### src/rtl/sc_tx_pkg.sv
package sc_tx_pkg;

  localparam int unsigned CHAR_BITS      = 8;
  localparam int unsigned CPB_SEL0       = 32;
  localparam int unsigned CPB_SEL1       = 64;
  localparam int unsigned CPB_SEL2       = 372;
  localparam int unsigned CPB_SEL3       = 256;
  // end points counted in half bit times from the start edge
  localparam int unsigned END_HALF_NORM  = 25;
  localparam int unsigned END_HALF_EARLY = 22;

  function automatic int unsigned max_of4(input int unsigned a, input int unsigned b,
                                          input int unsigned c, input int unsigned d);
    int unsigned m;
    m = a;
    if (b > m) m = b;
    if (c > m) m = c;
    if (d > m) m = d;
    return m;
  endfunction

endpackage

### src/rtl/sc_half_timer.sv
// Half-bit-time counter: reloads on every half bit boundary, period captured at start.
module sc_half_timer #(
  parameter int unsigned CPB_0 = 32,
  parameter int unsigned CPB_1 = 64,
  parameter int unsigned CPB_2 = 372,
  parameter int unsigned CPB_3 = 256,
  parameter int unsigned CNT_W = 8
) (
  input  logic       clk,
  input  logic       rst,
  input  logic       start,
  input  logic [1:0] sel,
  input  logic       run,
  output logic       half_tick
);

  localparam int unsigned N_SEL = 4;

  logic [CNT_W-1:0] half_tab [N_SEL];
  logic [CNT_W-1:0] cnt_q;
  logic [CNT_W-1:0] reload_q;

  generate
    for (genvar g = 0; g < N_SEL; g++) begin : g_tab
      localparam int unsigned CPB = (g == 0) ? CPB_0 :
                                    (g == 1) ? CPB_1 :
                                    (g == 2) ? CPB_2 : CPB_3;
      assign half_tab[g] = CNT_W'(CPB / 2 - 1);
    end
  endgenerate

  always_ff @(posedge clk) begin
    if (rst) begin
      cnt_q    <= '0;
      reload_q <= half_tab[0];
    end else if (start) begin
      cnt_q    <= half_tab[sel];
      reload_q <= half_tab[sel];
    end else if (run) begin
      if (cnt_q == '0) cnt_q <= reload_q;
      else             cnt_q <= cnt_q - 1'b1;
    end
  end

  assign half_tick = run && (cnt_q == '0);

  AST_CNT_BOUND: assert property (@(posedge clk) disable iff (rst)
    run |-> (cnt_q <= reload_q));
  AST_PERIOD_HELD: assert property (@(posedge clk) disable iff (rst)
    (run && $past(run)) |-> $stable(reload_q));

endmodule

### src/rtl/sc_frame_shift.sv
// Frame shifter: start, data LSB first, parity; fills with idle ones.
module sc_frame_shift #(
  parameter int unsigned DATA_W = 8
) (
  input  logic              clk,
  input  logic              rst,
  input  logic              load,
  input  logic [DATA_W-1:0] data,
  input  logic              odd,
  input  logic              shift,
  output logic              line
);

  localparam int unsigned FRAME_W = DATA_W + 2;

  logic [FRAME_W-1:0] sh_q;
  logic               par;

  assign par = (^data) ^ odd;

  always_ff @(posedge clk) begin
    if (rst)        sh_q <= '1;
    else if (load)  sh_q <= {par, data, 1'b0};
    else if (shift) sh_q <= {1'b1, sh_q[FRAME_W-1:1]};
  end

  assign line = sh_q[0];

  AST_START_LOW: assert property (@(posedge clk) disable iff (rst)
    load |=> !line);

endmodule

### src/rtl/sc_char_tx.sv
module sc_char_tx
  import sc_tx_pkg::*;
#(
  parameter int unsigned DATA_W     = CHAR_BITS,
  parameter int unsigned CPB_0      = CPB_SEL0,
  parameter int unsigned CPB_1      = CPB_SEL1,
  parameter int unsigned CPB_2      = CPB_SEL2,
  parameter int unsigned CPB_3      = CPB_SEL3,
  parameter int unsigned HALF_NORM  = END_HALF_NORM,
  parameter int unsigned HALF_EARLY = END_HALF_EARLY
) (
  input  logic              clk,
  input  logic              rst,
  input  logic              cfg_odd,
  input  logic [1:0]        cfg_div,
  input  logic              cfg_early,
  input  logic [DATA_W-1:0] in_data,
  input  logic              in_valid,
  output logic              in_ready,
  output logic              tx_line,
  output logic              tx_done
);

  localparam int unsigned MAX_CPB = max_of4(CPB_0, CPB_1, CPB_2, CPB_3);
  localparam int unsigned CNT_W   = $clog2(MAX_CPB / 2);
  localparam int unsigned HALF_W  = $clog2(HALF_NORM + 1);

  logic              busy_q;
  logic              done_q;
  logic [HALF_W-1:0] hidx_q;
  logic [HALF_W-1:0] hend_q;
  logic              accept;
  logic              half_tick;
  logic              bit_tick;
  logic              end_hit;

  assign accept   = in_valid && !busy_q;
  // boundary when the half index moves from odd to even
  assign bit_tick = half_tick && hidx_q[0];
  assign end_hit  = half_tick && (hidx_q == hend_q - 1'b1);

  sc_half_timer #(
    .CPB_0 (CPB_0),
    .CPB_1 (CPB_1),
    .CPB_2 (CPB_2),
    .CPB_3 (CPB_3),
    .CNT_W (CNT_W)
  ) timer_i (
    .clk       (clk),
    .rst       (rst),
    .start     (accept),
    .sel       (cfg_div),
    .run       (busy_q),
    .half_tick (half_tick)
  );

  sc_frame_shift #(
    .DATA_W (DATA_W)
  ) shift_i (
    .clk   (clk),
    .rst   (rst),
    .load  (accept),
    .data  (in_data),
    .odd   (cfg_odd),
    .shift (bit_tick),
    .line  (tx_line)
  );

  always_ff @(posedge clk) begin
    if (rst) begin
      busy_q <= 1'b0;
      done_q <= 1'b1;
      hidx_q <= '0;
      hend_q <= HALF_W'(HALF_NORM);
    end else if (accept) begin
      busy_q <= 1'b1;
      done_q <= 1'b0;
      hidx_q <= '0;
      hend_q <= cfg_early ? HALF_W'(HALF_EARLY) : HALF_W'(HALF_NORM);
    end else if (half_tick) begin
      hidx_q <= hidx_q + 1'b1;
      if (end_hit) begin
        busy_q <= 1'b0;
        done_q <= 1'b1;
      end
    end
  end

  assign in_ready = !busy_q;
  assign tx_done  = done_q;

  AST_IDLE_HIGH: assert property (@(posedge clk) disable iff (rst)
    in_ready |-> tx_line);
  AST_ACCEPT_BUSY: assert property (@(posedge clk) disable iff (rst)
    (in_valid && in_ready) |=> (!in_ready && !tx_done));
  AST_DONE_IDLE: assert property (@(posedge clk) disable iff (rst)
    tx_done |-> in_ready);
  AST_EDGE_ON_BOUNDARY: assert property (@(posedge clk) disable iff (rst)
    !$stable(tx_line) |-> $past(bit_tick || accept));
  AST_END_HELD: assert property (@(posedge clk) disable iff (rst)
    (busy_q && $past(busy_q)) |-> $stable(hend_q));

endmodule

### config.mk
export PLATFORM = sky130hd
export DESIGN_NAME = sc_char_tx
export DESIGN_NICKNAME = d
export VERILOG_FILES = /design/src/rtl/sc_tx_pkg.sv /design/src/rtl/sc_half_timer.sv /design/src/rtl/sc_frame_shift.sv /design/src/rtl/sc_char_tx.sv
export SDC_FILE = /design/constraint.sdc
export NUM_CORES = 1
export LEC_CHECK = 0
export ABC_AREA = 0
export ABC_CLOCK_PERIOD_IN_PS = 4150
export BUFFER_PORTS_ARGS = -buffer_cell sky130_fd_sc_hd__buf_4
export CAP_MARGIN = 25
export CORE_MARGIN = 3
export CORE_UTILIZATION = 60
export DETAILED_ROUTE_END_ITERATION = 7
export GPL_ROUTABILITY_DRIVEN = 0
export GPL_TIMING_DRIVEN = 0
export PLACE_DENSITY = 0.87
export SLEW_MARGIN = 0
export SYNTH_ARGS = -nofsm -noshare
export SYNTH_HDL_FRONTEND = slang
export SYNTH_HIERARCHICAL = 1
export SYNTH_SLANG_ARGS = --single-unit
### constraint.sdc
create_clock -name clk -period 4.15 [get_ports clk]
set_input_delay 0.83 -clock clk [delete_from_list [all_inputs] [get_ports clk]]
set_output_delay 0.83 -clock clk [all_outputs]
set_load 0.005 [all_outputs]
==> results.py, run 1 <==
metrics = {
    "status": {
        "outcome": "completed",
    },
    "synth": {
        "synth_top_family_by_area": "simple AND/OR/NAND/NOR gates",
        "ys.flop_type": "dfxtp_1",
        "yosysSeqAreaShare_pct": 35.8,
        "synthCells": 189,
        "syn_nets": 210,
        "netlist_area_um2": 1790,
        "ys_seq_elements": 32,
        "yosys.area_share.simple_pct": 20.9,
        "synthAdderAreaFrac_pct": 4.19,
        "synth_area_per_cell_um2": 9.48,
        "yosys-top-cells-area": "dfxtp_1, mux2i_1, mux2_1, nand2b_1, xnor2_1",
        "synth_top_area_cell": "dfxtp_1",
        "synth_xor_area_share_pct": 9.50,
        "synthDistinctLibCells": 47,
        "synth-compound-area-share_pct": 12.3,
        "yosys-mux-area-fraction_pct": 11.7,
        "synth_top_area_share_pct": 35.8,
        "synth-async-reset-ratio_pct": 0,
        "synth_edf_count": 0,
        "yosysWarnings": 6,
    },
    "place": {
        "dp_hpwl_mm": 2.64,
        "port_buffers": 17,
        "placedCellCount": 237,
    },
    "pwr": {
        "power_mw": 0.778,
        "leakagePower_nw": 0.835,
        "power.density_nw_per_um2": 379,
        "ir_worst_vdd_v": 0.000240,
    },
    "floorplan": {
        "dieArea_um2": 3680,
        "fp.coreArea_um2": 2810,
        "die_y_um": 60.6,
        "pin_count": 18,
        "rows": 19,
        "start_util_pct": 63.9,
        "die_w_um": 60.6,
    },
    "flow_run": {
        "maxCapViolCount": 0,
    },
    "cells_and_area": {
        "num_antenna_cells": 0,
        "final_cell_mix": "dfxtp_1, buf_4, nand2b_1",
        "fin_nets": 234,
        "area.growth.synth_to_final_pct": 14.6,
        "final_util_pct": 73.2,
        "fillers": 203,
        "final_common_cell": "dfxtp_1",
        "drive_above_1_share_pct": 18.7,
        "instances_no_fill": 245,
    },
    "timing": {
        "period_share_pct": 59.4,
        "rsz0062_at_grt": "false",
        "finalMaxSlewViolations": 0,
        "fin_crit_ns": 2.46,
        "clock_skew_ns": 0.0106,
        "tns_ns": 0,
        "timing.fmax_mhz": 406,
        "relSlewSlack_pct": 58.1,
        "hold_violations": 0,
        "finalSetupViolCount": 0,
        "worst_pin_slew_ns": 0.624,
    },
    "routing": {
        "postRouteAntennaNets": 0,
        "via_per_inst": 5.99,
        "firstDrtPassIters": 4,
        "first_iter_violations": 70,
        "finalWirelength_mm": 3.48,
        "drcViolationCount": 0,
        "dr_total_vias": 1467,
        "drt-wirelength-per-cell_um": 14.2,
    },
    "setup_path": {
        "cp.depth": 11,
        "start_kind": "register",
        "crit_chain": "inv_1 -> ha_1 -> nor3b_1 -> nand3_1 -> inv_1 -> buf_2 -> and2_1 -> buf_6 -> mux2_1 -> mux2i_1 -> nand2b_1",
        "arrival_ns": 2.70,
        "worstPathRequired_ns": 4.39,
        "critPathBufInv": 4,
        "criticalPathCategory": "register to register",
        "cp_slowest_cell": "nor3b_1",
        "crit_fanout": 10,
        "end_kind": "register",
        "cp_common_cell": "inv_1",
        "cp_top_family": "simple AND/OR/NAND/NOR gates",
        "cpPeakStageDelay_ns": 0.44,
        "r2r_cells": 11,
    },
    "global_route": {
        "track_usage_pct": 20.5,
        "antenna_found_initial": 0,
        "grt_pass1_vias": 1387,
        "overflow": 0,
        "grt_max_degree": 14,
        "grt_first_pass_wirelength_mm": 5.63,
        "use_met2_pct": 35.7,
        "grt_use_met3_pct": 8.51,
        "top_usage_layer": "met2",
        "use_met1_pct": 21.7,
    },
    "clock_tree": {
        "clk_pin_slew_ns": 0.11,
        "hold_buffers": 0,
        "worst_skew_pair.late_latency_ns": 0.33,
        "cts_max_level": 2,
        "clk_path_buf_depth": 2,
        "post-cts-setup-buffer-count": 0,
        "cts.sinks": 32,
        "cts_resized": 0,
        "root_buffer": "clkbuf_4",
        "cts_buffers": 5,
        "cts_tree": "built",
    },
    "hold_path": {
        "hold_depth": 2,
        "min_path_type": "register to register",
    },
}
final cells by class:
type	count	area [um2]	area share, %
timing repair buffer	17	128	6.22
tap	31	38.8	1.89
clock inverter	1	30.0	1.46
multi-input combinational	138	1050	51.2
inverter	10	37.5	1.83
clock buffer	7	65.1	3.17
sequential	32	641	31.2
buffer	9	62.6	3.05
cells by family after synthesis:
family,Yosys count
buffers and inverters,19
XOR/XNOR,17
adder cells (fa/ha/maj),6
multiplexers,20
flip-flops,32
AND/OR/NAND/NOR,63
AO/OA/AOI/OAI,32
through the flow:
stage	hold slack, ns	cell area [um2]	setup WS (ns)
global route	0.514	2050	1.57
CTS	0.480	2050	1.72
detailed placement	0.466	1960	1.68
floorplan	0.437	1790	2.07
finish	0.483	2050	1.69
global placement	0.458	1960	1.80
layer usage:
metal | vias up | share of wire (%)
met5 | - | 0
met4 | 0 | 2.4
met3 | 13 | 7.4
met2 | 54 | 48
met1 | 682 | 42
li1 | 718 | -
cell usage after synthesis (2+ instances only):
master,n
clkbuf_1,3
a311oi_1,2
a21oi_1,6
o21ai_0,3
xnor2_1,10
a31oi_1,3
xor2_1,5
a211o_1,3
dfxtp_1,32
ha_1,6
nor4_2,2
nand3_1,5
nor2_1,12
or2_2,3
nor4_1,3
a211oi_1,4
nand4_1,3
mux2_1,8
o21ai_1,2
nor3b_1,2
nand2b_1,14
inv_1,10
buf_2,2
nor3_1,3
o21bai_1,2
buf_6,3
mux2i_1,12
nand2_1,7
state kept, by name (all words and copies together) (netlist names):
register,cells
timer_i/reload_q,5
tx_done,1
hidx_q,5
busy_q,1
shift_i/sh_q,10
timer_i/cnt_q,8
hend_q,2
power by group:
part / total [mW] / internal, mW / switching, mW
Clock: 0.266 / 0.160 / 0.106
Combinational: 0.164 / 0.0824 / 0.0818
Sequential: 0.348 / 0.328 / 0.0193
tightest hold or removal path, cell delays in order, from the launching register on:
cell      delay [ns]
dfxtp_1         0.32
nand2b_1        0.06
a21oi_1         0.06
final timing paths:
| check | slack [ns] | startpoint | endpoint |
|---|---|---|---|
| worst min register to register | 0.48 | timer_i/reload_q[6] | timer_i/reload_q[6] |
| worst max register to register | 1.69 | timer_i/cnt_q[0] | shift_i/sh_q[8] |
| worst max-delay path | 1.69 | timer_i/cnt_q[0] | shift_i/sh_q[8] |
| worst min-delay path | 0.48 | timer_i/reload_q[6] | timer_i/reload_q[6] |
No activity file was read; power rests on OpenSTA's default activity.
==> inputs of run 2 (changes only) <==
ABC_AREA = 1   (was 0)
ABC_CLOCK_PERIOD_IN_PS = 2080   (was 4150)
CORE_UTILIZATION = 53   (was 60)
PLACE_DENSITY = 0.81   (was 0.87)
clock period = 2.08 ns   (was 4.15 ns; I/O delays follow)
==> run 2 against run 1 <==
Net effect: wire length is 20% higher; sequential share of layout area shrank 3.0 points; first-iteration DRC count up 4.3%; combinational power rose to 2.9 times the previous value; synthesized cell count increased by 57%; critical path depth grew 3; largest cell class unchanged; highest routed layer unchanged.
==> results.py, run 2 <==
metrics = {
    "floorplan": {
        "die_y_um": 66.7,
        "pin_count": 18,
        "rows": 21,
        "dieArea_um2": 4440,
        "fp.coreArea_um2": 3440,
        "start_util_pct": 56.7,
        "die_w_um": 66.7,
    },
    "place": {
        "port_buffers": 17,
        "pre_cts_slack_ns": -0.0877,
        "placedCellCount": 359,
        "place_area_um2": 2140,
        "dp_hpwl_mm": 3.08,
    },
    "global_route": {
        "grt_pass1_vias": 1630,
        "grt_first_pass_wirelength_mm": 6.98,
        "track_usage_pct": 20.6,
        "grt_max_degree": 11,
        "top_usage_layer": "met2",
        "use_met1_pct": 24.2,
        "overflow": 0,
        "use_met2_pct": 34.9,
        "antenna_found_initial": 0,
        "grt_use_met3_pct": 6.58,
    },
    "cells_and_area": {
        "area.growth.synth_to_final_pct": 16.5,
        "drive_above_1_share_pct": 23.6,
        "final_common_cell": "nand2_1",
        "num_antenna_cells": 0,
        "final_util_pct": 66.0,
        "reg_top3": "shift_i/sh_q: 10 flops, timer_i/cnt_q: 8 flops",
        "final_cell_mix": "nand2_1, inv_1, dfxtp_1",
        "largest_reg_flops": 10,
        "fillers": 312,
        "fin_nets": 346,
        "top_register": "shift_i/sh_q",
        "final_area_um2": 2270,
        "instances_no_fill": 372,
    },
    "timing": {
        "relSlewSlack_pct": 68.9,
        "finalMaxSlewViolations": 0,
        "layout_setup_ws_ns": 0.191,
        "whs_ns": 0.348,
        "finalSetupViolCount": 0,
        "worst_pin_slew_ns": 0.466,
        "period_share_pct": 90.8,
        "timing.fmax_mhz": 529,
        "fin_crit_ns": 1.89,
        "clock_skew_ns": 0.00534,
        "hold_violations": 0,
    },
    "synth": {
        "synthDistinctLibCells": 33,
        "synthCells": 296,
        "synth-async-reset-ratio_pct": 0,
        "ys.flop_type": "dfxtp_1",
        "post-synth-top-count-cell": "nand2_1",
        "ys_seq_elements": 32,
        "yosysWarnings": 6,
        "synth_area_per_cell_um2": 6.59,
        "yosys-top-cells-count": "nand2_1, inv_1, dfxtp_1",
        "synth_edf_count": 0,
        "yosysSeqAreaShare_pct": 32.8,
        "syn_nets": 317,
        "yosys-top-cells-area": "dfxtp_1, nand2_1, inv_1, nor2_1, nand3_1",
        "netlist_area_um2": 1950,
        "synth_top_area_share_pct": 32.8,
        "synth_top_area_cell": "dfxtp_1",
    },
    "setup_path": {
        "cp_common_cell": "nor2_4",
        "crit_chain": "inv_1 -> ha_1 -> nand2_1 -> nor2_4 -> nand2_4 -> nor2_4 -> nand2_2 -> inv_2 -> nor2_4 -> inv_2 -> o21ai_1 -> a21oi_1 -> a21oi_1 -> nand2_1",
        "end_kind": "register",
        "r2r_cells": 14,
        "start_kind": "register",
        "cp_slowest_cell": "dfxtp_1",
        "criticalPathCategory": "register to register",
        "arrival_ns": 2.12,
        "worstPathRequired_ns": 2.31,
        "cpPeakStageDelay_ns": 0.32,
        "crit_fanout": 10,
    },
    "clock_tree": {
        "root_buffer": "clkbuf_8",
        "cts_max_level": 2,
        "worst_skew_pair.late_latency_ns": 0.29,
        "clk_pin_slew_ns": 0.07,
        "cts_tree": "built",
        "clk_path_buf_depth": 2,
        "cts.sinks": 32,
        "cts_buffers": 5,
        "hold_buffers": 0,
    },
    "status": {
        "outcome": "completed",
    },
    "pwr": {
        "ir_worst_vdd_v": 0.000525,
        "power.density_nw_per_um2": 741,
        "leakagePower_nw": 1.14,
    },
    "flow_run": {
        "maxCapViolCount": 0,
    },
    "routing": {
        "dr_total_vias": 1831,
        "via_per_inst": 4.92,
        "postRouteAntennaNets": 0,
        "finalWirelength_mm": 4.17,
        "drt-wirelength-per-cell_um": 11.2,
        "firstDrtPassIters": 4,
        "drcViolationCount": 0,
        "first_iter_violations": 73,
    },
    "hold_path": {
        "hold_depth": 2,
        "min_path_type": "input port to register",
    },
}
-- run 2: cell count changes after synthesis, moves of 5 or more --
cell,delta
a21oi_1,+9
inv_1,+24
inv_2,+17
mux2_1,-8
mux2i_1,-12
nand2_1,+69
nand2_2,+5
nand2b_1,-14
nand3_1,+14
nor2_1,+18
nor2_2,+6
o211ai_1,+6
o21ai_0,+9
xnor2_1,-7
-- run 2: final timing paths --
path	from	endpoint	slack (ns)
max	timer_i/cnt_q[1]	shift_i/sh_q[7]	0.19
min	rst	busy_q	0.35
max reg2reg	timer_i/cnt_q[1]	shift_i/sh_q[7]	0.19
min reg2reg	shift_i/sh_q[0]	shift_i/sh_q[0]	0.47
-- run 2: worst max-delay path: cells and delay by family, from the launching register on --
kind / cells / cell delay [ns]
simple gates: 7 / 0.72
fa+ha+maj: 1 / 0.19
buf+inv: 3 / 0.33
compound gates: 3 / 0.23
flops: 1 / 0.32
-- run 2: logic make-up after synthesis --
kind of cell / after synthesis / share of synthesized area, %
adders and majority gates: 6 / 3.85
AOI/OAI and AO/OA: 49 / 15.3
DFF: 32 / 32.8
and+or+nand+nor: 149 / 34.8
xor gates and xnor gates: 4 / 1.80
buffers and inverters: 56 / 11.4
-- run 2: what timing repair did --
action,CTS,global route
pin swaps,0,1
setup endpoints to repair,8,8
resized for setup,1,2
buffers inserted,0,5
-- run 2: final cells by class --
| class | instances | area [um2] | area share (%) |
|---|---|---|---|
| repair buffers | 22 | 165 | 7.26 |
| clock buffers | 6 | 82.6 | 3.63 |
| inverters | 54 | 208 | 9.14 |
| clock inverters | 2 | 10.0 | 0.440 |
| plain buffers | 2 | 15.0 | 0.660 |
| multi-input cells | 208 | 1090 | 48.2 |
| well taps | 46 | 57.6 | 2.53 |
| flip-flops and latches | 32 | 641 | 28.2 |
-- run 2: report_power, final --
part           switching (mW)  internal, mW  leakage, nW
logic                   0.291         0.184        0.829
registers              0.0411         0.664        0.264
clock network           0.241         0.264       0.0510
-- run 2: per-stage QoR --
step                      power, mW  TNS [ns]
final                          1.68         0
after global routing           1.79  -0.00218
after CTS                      1.69         0
after detailed placement       1.18    -0.314
after global placement         1.16    -0.101
after floorplan                1.06         0
-- run 2: layer usage --
layer	vias to the layer above	share of wire [%]
met1	800	46
met3	10	3.4
met4	0	2.1
li1	995	-
met2	26	48
met5	-	0
